<file path="config.mk">
export PLATFORM = sky130hd
export DESIGN_NAME = baud_lock_handshake
export DESIGN_NICKNAME = d
export VERILOG_FILES = /design/src/rtl/abl_pkg.sv /design/src/rtl/abl_sync.sv /design/src/rtl/abl_low_meter.sv /design/src/rtl/abl_uart_tx.sv /design/src/rtl/abl_uart_rx.sv /design/src/rtl/baud_lock_handshake.sv
export SDC_FILE = /design/constraint.sdc
export NUM_CORES = 1
export LEC_CHECK = 0
export BUFFER_PORTS_ARGS = -buffer_cell sky130_fd_sc_hd__buf_4
export CAP_MARGIN = 10
export CORE_ASPECT_RATIO = 2
export CORE_MARGIN = 5
export CORE_UTILIZATION = 55
export DETAILED_ROUTE_END_ITERATION = 10
export HOLD_SLACK_MARGIN = 0.05
export PLACE_DENSITY_LB_ADDON = 0.3
export SETUP_SLACK_MARGIN = 0.02
export SLEW_MARGIN = 20
export SYNTH_ARGS = -nofsm -noshare
export SYNTH_HDL_FRONTEND = slang
export SYNTH_SLANG_ARGS = --single-unit
</file>
<file path="constraint.sdc">
create_clock -name clk -period 13.55 [get_ports clk]
set_input_delay 2.71 -clock clk [delete_from_list [all_inputs] [get_ports clk]]
set_output_delay 2.71 -clock clk [all_outputs]
set_load 0.01 [all_outputs]
</file>
<file path="src/rtl/abl_pkg.sv">
package abl_pkg;

    // A zero byte in 8N1 keeps the line low for start + 8 data bits
    localparam int unsigned LOW_BITS    = 9;
    localparam int unsigned FRAME_BITS  = 10;
    localparam int unsigned MIN_DIV     = 2;
    localparam logic [7:0]  ACK_CODE    = 8'h00;
    localparam logic [7:0]  CONFIRM_CODE = 8'h55;

    typedef enum logic [2:0] {
        PH_WAIT,
        PH_MEASURE,
        PH_ACK,
        PH_LISTEN,
        PH_LOCKED,
        PH_FAILED
    } phase_t;

    typedef enum logic [1:0] {
        MT_SEEK_HIGH,
        MT_SEEK_LOW,
        MT_COUNT,
        MT_HOLD
    } meter_st_t;

    typedef enum logic [1:0] {
        RX_IDLE,
        RX_START,
        RX_DATA,
        RX_STOP
    } rx_st_t;

    typedef struct packed {
        logic [7:0] data;
        logic       frame_ok;
    } rx_word_t;

    // Rounded division of the low-period length by the bit count
    function automatic int unsigned div_nearest(input int unsigned cycles);
        return (cycles + LOW_BITS / 2) / LOW_BITS;
    endfunction

endpackage

</file>
<file path="src/rtl/abl_sync.sv">
module abl_sync #(
    parameter int STAGES = 2
) (
    input  logic clk,
    input  logic rst,
    input  logic d,
    output logic q
);
    logic [STAGES-1:0] chain;

    always_ff @(posedge clk) begin
        if (rst) chain <= '1;
        else     chain <= {chain[STAGES-2:0], d};
    end

    assign q = chain[STAGES-1];
endmodule

</file>
<file path="src/rtl/abl_low_meter.sv">
module abl_low_meter import abl_pkg::*; #(
    parameter int CNT_W = 16
) (
    input  logic             clk,
    input  logic             rst,
    input  logic             en,
    input  logic             rx_s,
    output logic             done,
    output logic             ovf,
    output logic [CNT_W-1:0] len
);
    localparam logic [CNT_W-1:0] CNT_MAX = '1;

    meter_st_t        st;
    logic [CNT_W-1:0] cnt;

    always_ff @(posedge clk) begin
        done <= 1'b0;
        ovf  <= 1'b0;
        if (rst || !en) begin
            st  <= MT_SEEK_HIGH;
            cnt <= '0;
        end else begin
            case (st)
                MT_SEEK_HIGH: if (rx_s) st <= MT_SEEK_LOW;
                MT_SEEK_LOW: if (!rx_s) begin
                    st  <= MT_COUNT;
                    cnt <= CNT_W'(1);
                end
                MT_COUNT: begin
                    if (rx_s) begin
                        done <= 1'b1;
                        st   <= MT_HOLD;
                    end else if (cnt == CNT_MAX) begin
                        ovf <= 1'b1;
                        st  <= MT_HOLD;
                    end else begin
                        cnt <= cnt + CNT_W'(1);
                    end
                end
                default: ;
            endcase
        end
    end

    assign len = cnt;

    AST_OVF_AT_CEILING: assert property (@(posedge clk) disable iff (rst)
        ovf |-> (len == CNT_MAX));
    AST_DONE_NONZERO: assert property (@(posedge clk) disable iff (rst)
        done |-> (len != '0));
endmodule

</file>
<file path="src/rtl/abl_uart_tx.sv">
module abl_uart_tx import abl_pkg::*; #(
    parameter int CNT_W = 16
) (
    input  logic             clk,
    input  logic             rst,
    input  logic             go,
    input  logic [7:0]       data,
    input  logic [CNT_W-1:0] div,
    output logic             txd,
    output logic             done
);
    logic                  active;
    logic [CNT_W-1:0]      tick;
    logic [3:0]            bitn;
    logic [FRAME_BITS-1:0] frame;

    always_ff @(posedge clk) begin
        done <= 1'b0;
        if (rst) begin
            active <= 1'b0;
            txd    <= 1'b1;
            tick   <= '0;
            bitn   <= '0;
            frame  <= '1;
        end else if (!active) begin
            if (go) begin
                active <= 1'b1;
                frame  <= {1'b1, data, 1'b0};
                txd    <= 1'b0;
                tick   <= '0;
                bitn   <= '0;
            end
        end else if (tick == div - CNT_W'(1)) begin
            tick <= '0;
            if (bitn == 4'(FRAME_BITS - 1)) begin
                active <= 1'b0;
                done   <= 1'b1;
                txd    <= 1'b1;
            end else begin
                bitn <= bitn + 4'd1;
                txd  <= frame[bitn + 4'd1];
            end
        end else begin
            tick <= tick + CNT_W'(1);
        end
    end

    AST_TX_START_LOW: assert property (@(posedge clk) disable iff (rst)
        (go && !active) |=> !txd);
endmodule

</file>
<file path="src/rtl/abl_uart_rx.sv">
module abl_uart_rx import abl_pkg::*; #(
    parameter int CNT_W = 16
) (
    input  logic             clk,
    input  logic             rst,
    input  logic             en,
    input  logic             rx_s,
    input  logic [CNT_W-1:0] div,
    output logic             valid,
    output rx_word_t         word
);
    rx_st_t           st;
    logic [CNT_W-1:0] tick;
    logic [2:0]       idx;
    logic [7:0]       sh;
    logic [CNT_W-1:0] half;

    assign half = div >> 1;

    always_ff @(posedge clk) begin
        valid <= 1'b0;
        if (rst || !en) begin
            st   <= RX_IDLE;
            tick <= '0;
            idx  <= '0;
            sh   <= '0;
            word <= '0;
        end else begin
            case (st)
                RX_IDLE: if (!rx_s) begin
                    st   <= RX_START;
                    tick <= '0;
                end
                RX_START: begin
                    if (tick == half - CNT_W'(1)) begin
                        tick <= '0;
                        idx  <= '0;
                        st   <= rx_s ? RX_IDLE : RX_DATA;
                    end else begin
                        tick <= tick + CNT_W'(1);
                    end
                end
                RX_DATA: begin
                    if (tick == div - CNT_W'(1)) begin
                        tick <= '0;
                        sh   <= {rx_s, sh[7:1]};
                        idx  <= idx + 3'd1;
                        if (idx == 3'd7) st <= RX_STOP;
                    end else begin
                        tick <= tick + CNT_W'(1);
                    end
                end
                RX_STOP: begin
                    if (tick == div - CNT_W'(1)) begin
                        tick          <= '0;
                        valid         <= 1'b1;
                        word.data     <= sh;
                        word.frame_ok <= rx_s;
                        st            <= RX_IDLE;
                    end else begin
                        tick <= tick + CNT_W'(1);
                    end
                end
                default: st <= RX_IDLE;
            endcase
        end
    end

    AST_RX_DIV_FLOOR: assert property (@(posedge clk) disable iff (rst)
        en |-> (div >= CNT_W'(MIN_DIV)));
endmodule

</file>
<file path="src/rtl/baud_lock_handshake.sv">
module baud_lock_handshake import abl_pkg::*; #(
    parameter int CNT_W      = 16,
    parameter int SETTLE_CYC = 100
) (
    input  logic             clk,
    input  logic             rst,
    input  logic             rxd,
    output logic             txd,
    output logic [CNT_W-1:0] divisor,
    output logic             locked,
    output logic             failed
);
    localparam int SETTLE_W = $clog2(SETTLE_CYC + 1);

    phase_t            phase;
    logic [SETTLE_W-1:0] settle;
    logic              rx_s;
    logic              m_done, m_ovf;
    logic [CNT_W-1:0]  m_len;
    logic [CNT_W-1:0]  new_div;
    logic              tx_go, tx_done;
    logic              rx_valid;
    rx_word_t          rx_word;

    abl_sync #(.STAGES(2)) u_sync (
        .clk(clk), .rst(rst), .d(rxd), .q(rx_s)
    );

    abl_low_meter #(.CNT_W(CNT_W)) u_meter (
        .clk(clk), .rst(rst), .en(phase == PH_MEASURE), .rx_s(rx_s),
        .done(m_done), .ovf(m_ovf), .len(m_len)
    );

    abl_uart_tx #(.CNT_W(CNT_W)) u_tx (
        .clk(clk), .rst(rst), .go(tx_go), .data(ACK_CODE), .div(divisor),
        .txd(txd), .done(tx_done)
    );

    abl_uart_rx #(.CNT_W(CNT_W)) u_rx (
        .clk(clk), .rst(rst), .en(phase == PH_LISTEN), .rx_s(rx_s),
        .div(divisor), .valid(rx_valid), .word(rx_word)
    );

    assign new_div = CNT_W'(div_nearest(32'(m_len)));

    always_ff @(posedge clk) begin
        tx_go <= 1'b0;
        if (rst) begin
            phase   <= PH_WAIT;
            settle  <= '0;
            divisor <= '0;
        end else begin
            case (phase)
                PH_WAIT: begin
                    if (settle == SETTLE_W'(SETTLE_CYC - 1)) phase <= PH_MEASURE;
                    else settle <= settle + SETTLE_W'(1);
                end
                PH_MEASURE: begin
                    if (m_ovf) begin
                        phase <= PH_FAILED;
                    end else if (m_done) begin
                        divisor <= new_div;
                        if (new_div < CNT_W'(MIN_DIV)) begin
                            phase <= PH_FAILED;
                        end else begin
                            phase <= PH_ACK;
                            tx_go <= 1'b1;
                        end
                    end
                end
                PH_ACK: if (tx_done) phase <= PH_LISTEN;
                PH_LISTEN: if (rx_valid) begin
                    phase <= (rx_word.frame_ok && rx_word.data == CONFIRM_CODE)
                             ? PH_LOCKED : PH_FAILED;
                end
                default: ;
            endcase
        end
    end

    assign locked = (phase == PH_LOCKED);
    assign failed = (phase == PH_FAILED);

    AST_LOCK_HOLDS: assert property (@(posedge clk) disable iff (rst)
        locked |=> locked);
    AST_FAIL_HOLDS: assert property (@(posedge clk) disable iff (rst)
        failed |=> failed);
    AST_DIV_FROZEN: assert property (@(posedge clk) disable iff (rst)
        (locked || failed) |=> $stable(divisor));
    AST_LOCK_DIV_MIN: assert property (@(posedge clk) disable iff (rst)
        locked |-> (divisor >= CNT_W'(MIN_DIV)));
    AST_TX_QUIET: assert property (@(posedge clk) disable iff (rst)
        (phase != PH_ACK) |-> txd);
    AST_NO_EARLY_DIV: assert property (@(posedge clk) disable iff (rst)
        (phase == PH_WAIT) |-> (divisor == '0));
endmodule

</file>
==> flow_metrics.env <==
export IMPL_status="finished, final reports clean"
export IMPL_arrival_ns=8.62
export IMPL_post_route_period_util=0.617
export IMPL_synth_distinct_cells=95
export IMPL_cts_htree_levels=3
export IMPL_pre_cts_ws_ns=5.43
export IMPL_fin_setup_tns_ns=0
export IMPL_synth_edf_count=0
export IMPL_clkSlewWorstSetupHoldPaths_ns=0.08
export IMPL_drt_iter0_drc=353
export IMPL_cp_required_ns=13.82
export IMPL_synth_top_cell_area_share=0.261
export IMPL_yosysSeqAreaShare=0.261
export IMPL_clockBufferDepth=2
export IMPL_grt_ovfl_total=0
export IMPL_fin_skew_ns=0.0108
export IMPL_ys_seq_elements=110
export IMPL_drv_slew=0
export IMPL_combinationalPowerShare=0.074
export IMPL_p_seq_frac=0.508
export IMPL_drtPass1Iterations=7
export IMPL_synth_area_leader_cell="dfxtp_1"
export IMPL_final_area_sq_mm=0.00892
export IMPL_postCtsHoldBufs=0
export IMPL_io_pins=22
export IMPL_r2r_start="u_meter.len[4]"
export IMPL_ir_drop_v=0.0000588
export IMPL_holdPathEnd="u_sync.chain[1]"
export IMPL_grt_use_total=0.242
export IMPL_r2r_end="divisor[0]"
export IMPL_fillers=1422
export IMPL_setup_viol=0
export IMPL_synth_async_sr_flop_share=0
export IMPL_synthCells=1087
export IMPL_ctsResizeCount=0
export IMPL_switching_share=0.253
export IMPL_fmax_mhz=120
export IMPL_whs_path_depth=1
export IMPL_post_cts_setup_buffers=0
export IMPL_grt_pass1_wl_mm=36.3
export IMPL_cts_sinks=110
export IMPL_die_width_microns=97.6
export IMPL_antenna_cells=0
export IMPL_dp_hpwl_mm=17.1
export IMPL_grt_max_degree=55
export IMPL_routabilityCongestion=1.00
export IMPL_core_sq_mm=0.0152
export IMPL_num_vias=8045
export IMPL_p_per_area_mw_per_mm2=74.3
export IMPL_r2r_cells=27
export IMPL_die_area_sq_mm=0.0181
export IMPL_vias_per_cell=6.35
export IMPL_final_antenna_net_count=0
export IMPL_hold_viol_final=0
export IMPL_clk_latency_ns=0.36
export IMPL_synth_most_common_cell="nor2_1"
export IMPL_die_height_microns=185
export IMPL_hold_path_class="flop to flop"
export IMPL_ys_flop_type="dfxtp_1"
export IMPL_p_leak_nw=3.36
export IMPL_switching_power_mw=0.168
export IMPL_antenna_found_initial=0
export IMPL_cts_tree="built"
export IMPL_postPlaceCellArea_sq_mm=0.00861
export IMPL_r2r_setup_slack_ns=5.20
export IMPL_fin_nets=1093
export IMPL_drt_total_wl_mm=21.9
export IMPL_wl_per_cell_microns=17.3
export IMPL_internal_power_mw=0.496
export IMPL_criticalPathCategory="flop to flop"
export IMPL_ys_top_cells_by_count="nor2_1 (130), dfxtp_1 (110), a21oi_1 (84), nand2_1 (69), o21ai_0 (61)"
export IMPL_start_util=0.554
export IMPL_worstHoldStart="u_sync.chain[0]"
export IMPL_p_clk_frac=0.419
export IMPL_io_buffers=19
export IMPL_maxCapViolations=0
export IMPL_hold_ws_ns=0.430
export IMPL_num_rows=64
export IMPL_finalPower_mw=0.663
export IMPL_syn_to_final_growth_pct=5.80
export IMPL_syn_area_sq_mm=0.00843
export IMPL_drc=0
export IMPL_startpoint_type="flop"
export IMPL_worst_slew_pin_transition_ns=0.946
export IMPL_cts_root_buf="clkbuf_16"
export IMPL_synth_warnings=0
export IMPL_cp_max_fo=11
export IMPL_postSynthAreaPerCell_sq_um=7.76
export IMPL_slew_headroom=0.367
export IMPL_rsz0062_at_grt="false"
export IMPL_synthTopCellsByArea="dfxtp_1 (26%), nor2_1 (5.8%), xor2_1 (5.1%)"
export IMPL_drive_above_1_share=0.0824
export IMPL_setup_ws_ns=5.20
export IMPL_finalCriticalPeriod_ns=8.35
export IMPL_crit_path_end_kind="flop"
export IMPL_grt_pass1_vias=7839
export IMPL_cts_buffers=9
## sequential cells by signal, indices dropped and copies added (netlist names), 3 cells and up, named ones only
register / cells
settle: 7
u_meter.len: 16
u_rx.tick: 16
u_tx.bitn: 4
u_rx.sh: 8
divisor: 14
phase: 3
u_rx.idx: 3
u_rx.word: 9
u_tx.tick: 16
## per-stage QoR
| step | std cells | util |
|---|---|---|
| final | 1266 | 0.587 |
| after global routing | 1266 | 0.587 |
| after CTS | 1266 | 0.587 |
| after detailed placement | 1250 | 0.566 |
| after global placement | 1250 | 0.566 |
| after floorplan | 1088 | - |
## power groups by stage
| stage | combinational, mW | sequential, mW | clock (mW) |
|---|---|---|---|
| final | 0.0489 | 0.337 | 0.278 |
| after CTS | 0.0494 | 0.337 | 0.285 |
| after detailed placement | 0.0491 | 0.344 | 0 |
| after global routing | 0.0561 | 0.338 | 0.297 |
| after global placement | 0.0483 | 0.344 | 0 |
| after floorplan | 0.0399 | 0.342 | 0 |
## logic make-up after synthesis
logic type,Yosys count,share of synthesized area
xor gates and xnor gates,98,0.108
muxes,31,0.0380
AOI/OAI and AO/OA,279,0.217
other,1,0.000445
and+or+nand+nor,456,0.290
buffers and inverters,83,0.0420
adders and majority gates,29,0.0424
DFF,110,0.261
## layout by cell type (no fill, tap or decap), types with 4 or more instances in the layout
| cell | instances |
|---|---|
| xor2_1 | 49 |
| nor3b_1 | 24 |
| o22ai_1 | 7 |
| and3_1 | 35 |
| a311oi_1 | 4 |
| o21ai_0 | 61 |
| nand3_1 | 43 |
| and2_1 | 9 |
| nand2_1 | 69 |
| a31oi_1 | 12 |
| o2111ai_1 | 5 |
| mux2i_1 | 28 |
| o31ai_1 | 5 |
| o21bai_1 | 5 |
| buf_4 | 25 |
| or4_1 | 8 |
| a21oi_1 | 84 |
| nand2b_1 | 5 |
| nor4_1 | 10 |
| dfxtp_1 | 110 |
| xnor2_1 | 43 |
| or3_1 | 17 |
| a22oi_1 | 4 |
| nor2b_1 | 10 |
| a211oi_1 | 22 |
| inv_1 | 22 |
| o21ai_1 | 7 |
| ha_1 | 27 |
| a21o_1 | 9 |
| or2_2 | 10 |
| a211o_1 | 7 |
| nor3_1 | 35 |
| o211ai_1 | 7 |
| clkbuf_16 | 9 |
| nor2_1 | 130 |
| nand4_1 | 16 |
## worst max-delay path, cell delays in order (launching register included)
cell and delay, ns:
dfxtp_1 0.56, and4_1 0.44, nand4_4 0.17, xor2_1 0.72, xnor2_1 0.21, a31oi_2 0.26, o2111ai_2 0.20, nor4_2 0.51
o21a_1 0.43, mux2i_1 0.14, a211oi_1 0.49, a21oi_1 0.35, o21ai_0 0.33, a2bb2oi_1 0.48, a211oi_1 0.15, nor3_1 0.44
o31ai_1 0.18, a31o_1 0.28, or2_1 0.23, a211oi_1 0.30, nor2_1 0.12, ha_1 0.20, nor2_1 0.10, nand4_1 0.15
a31oi_4 0.25, mux2i_1 0.21, o211ai_1 0.09, a221oi_1 0.24
## metal layers
metal	vias to the layer above	global-route usage	part of all wire
met2	246	0.468	0.54
li1	3912	-	-
met4	0	0.199	0.078
met1	3785	0.226	0.35
met3	102	0.0222	0.031
met5	-	0	0
## worst max path at each step
| stage | from | to | depth (start not counted) |
|---|---|---|---|
| final | u_meter.len[4] | divisor[0] | 27 |
| after detailed placement | u_meter.len[4] | divisor[0] | 27 |
| after CTS | u_meter.len[4] | divisor[0] | 27 |
| after global placement | u_meter.len[4] | divisor[0] | 27 |
| after floorplan | u_meter.len[2] | divisor[0] | 30 |
| after global routing | u_meter.len[4] | divisor[0] | 27 |
## area by class of cell
type	instances	area, sq um	area share
clock buffers	9	225	0.0252
flip-flops and latches	110	2200	0.247
multi-input cells	895	5890	0.660
inverters	22	82.6	0.00925
well taps	198	248	0.0278
clock inverters	7	90.1	0.0101
repair buffers	25	188	0.0210
No activity file was read; power rests on OpenSTA's default activity.
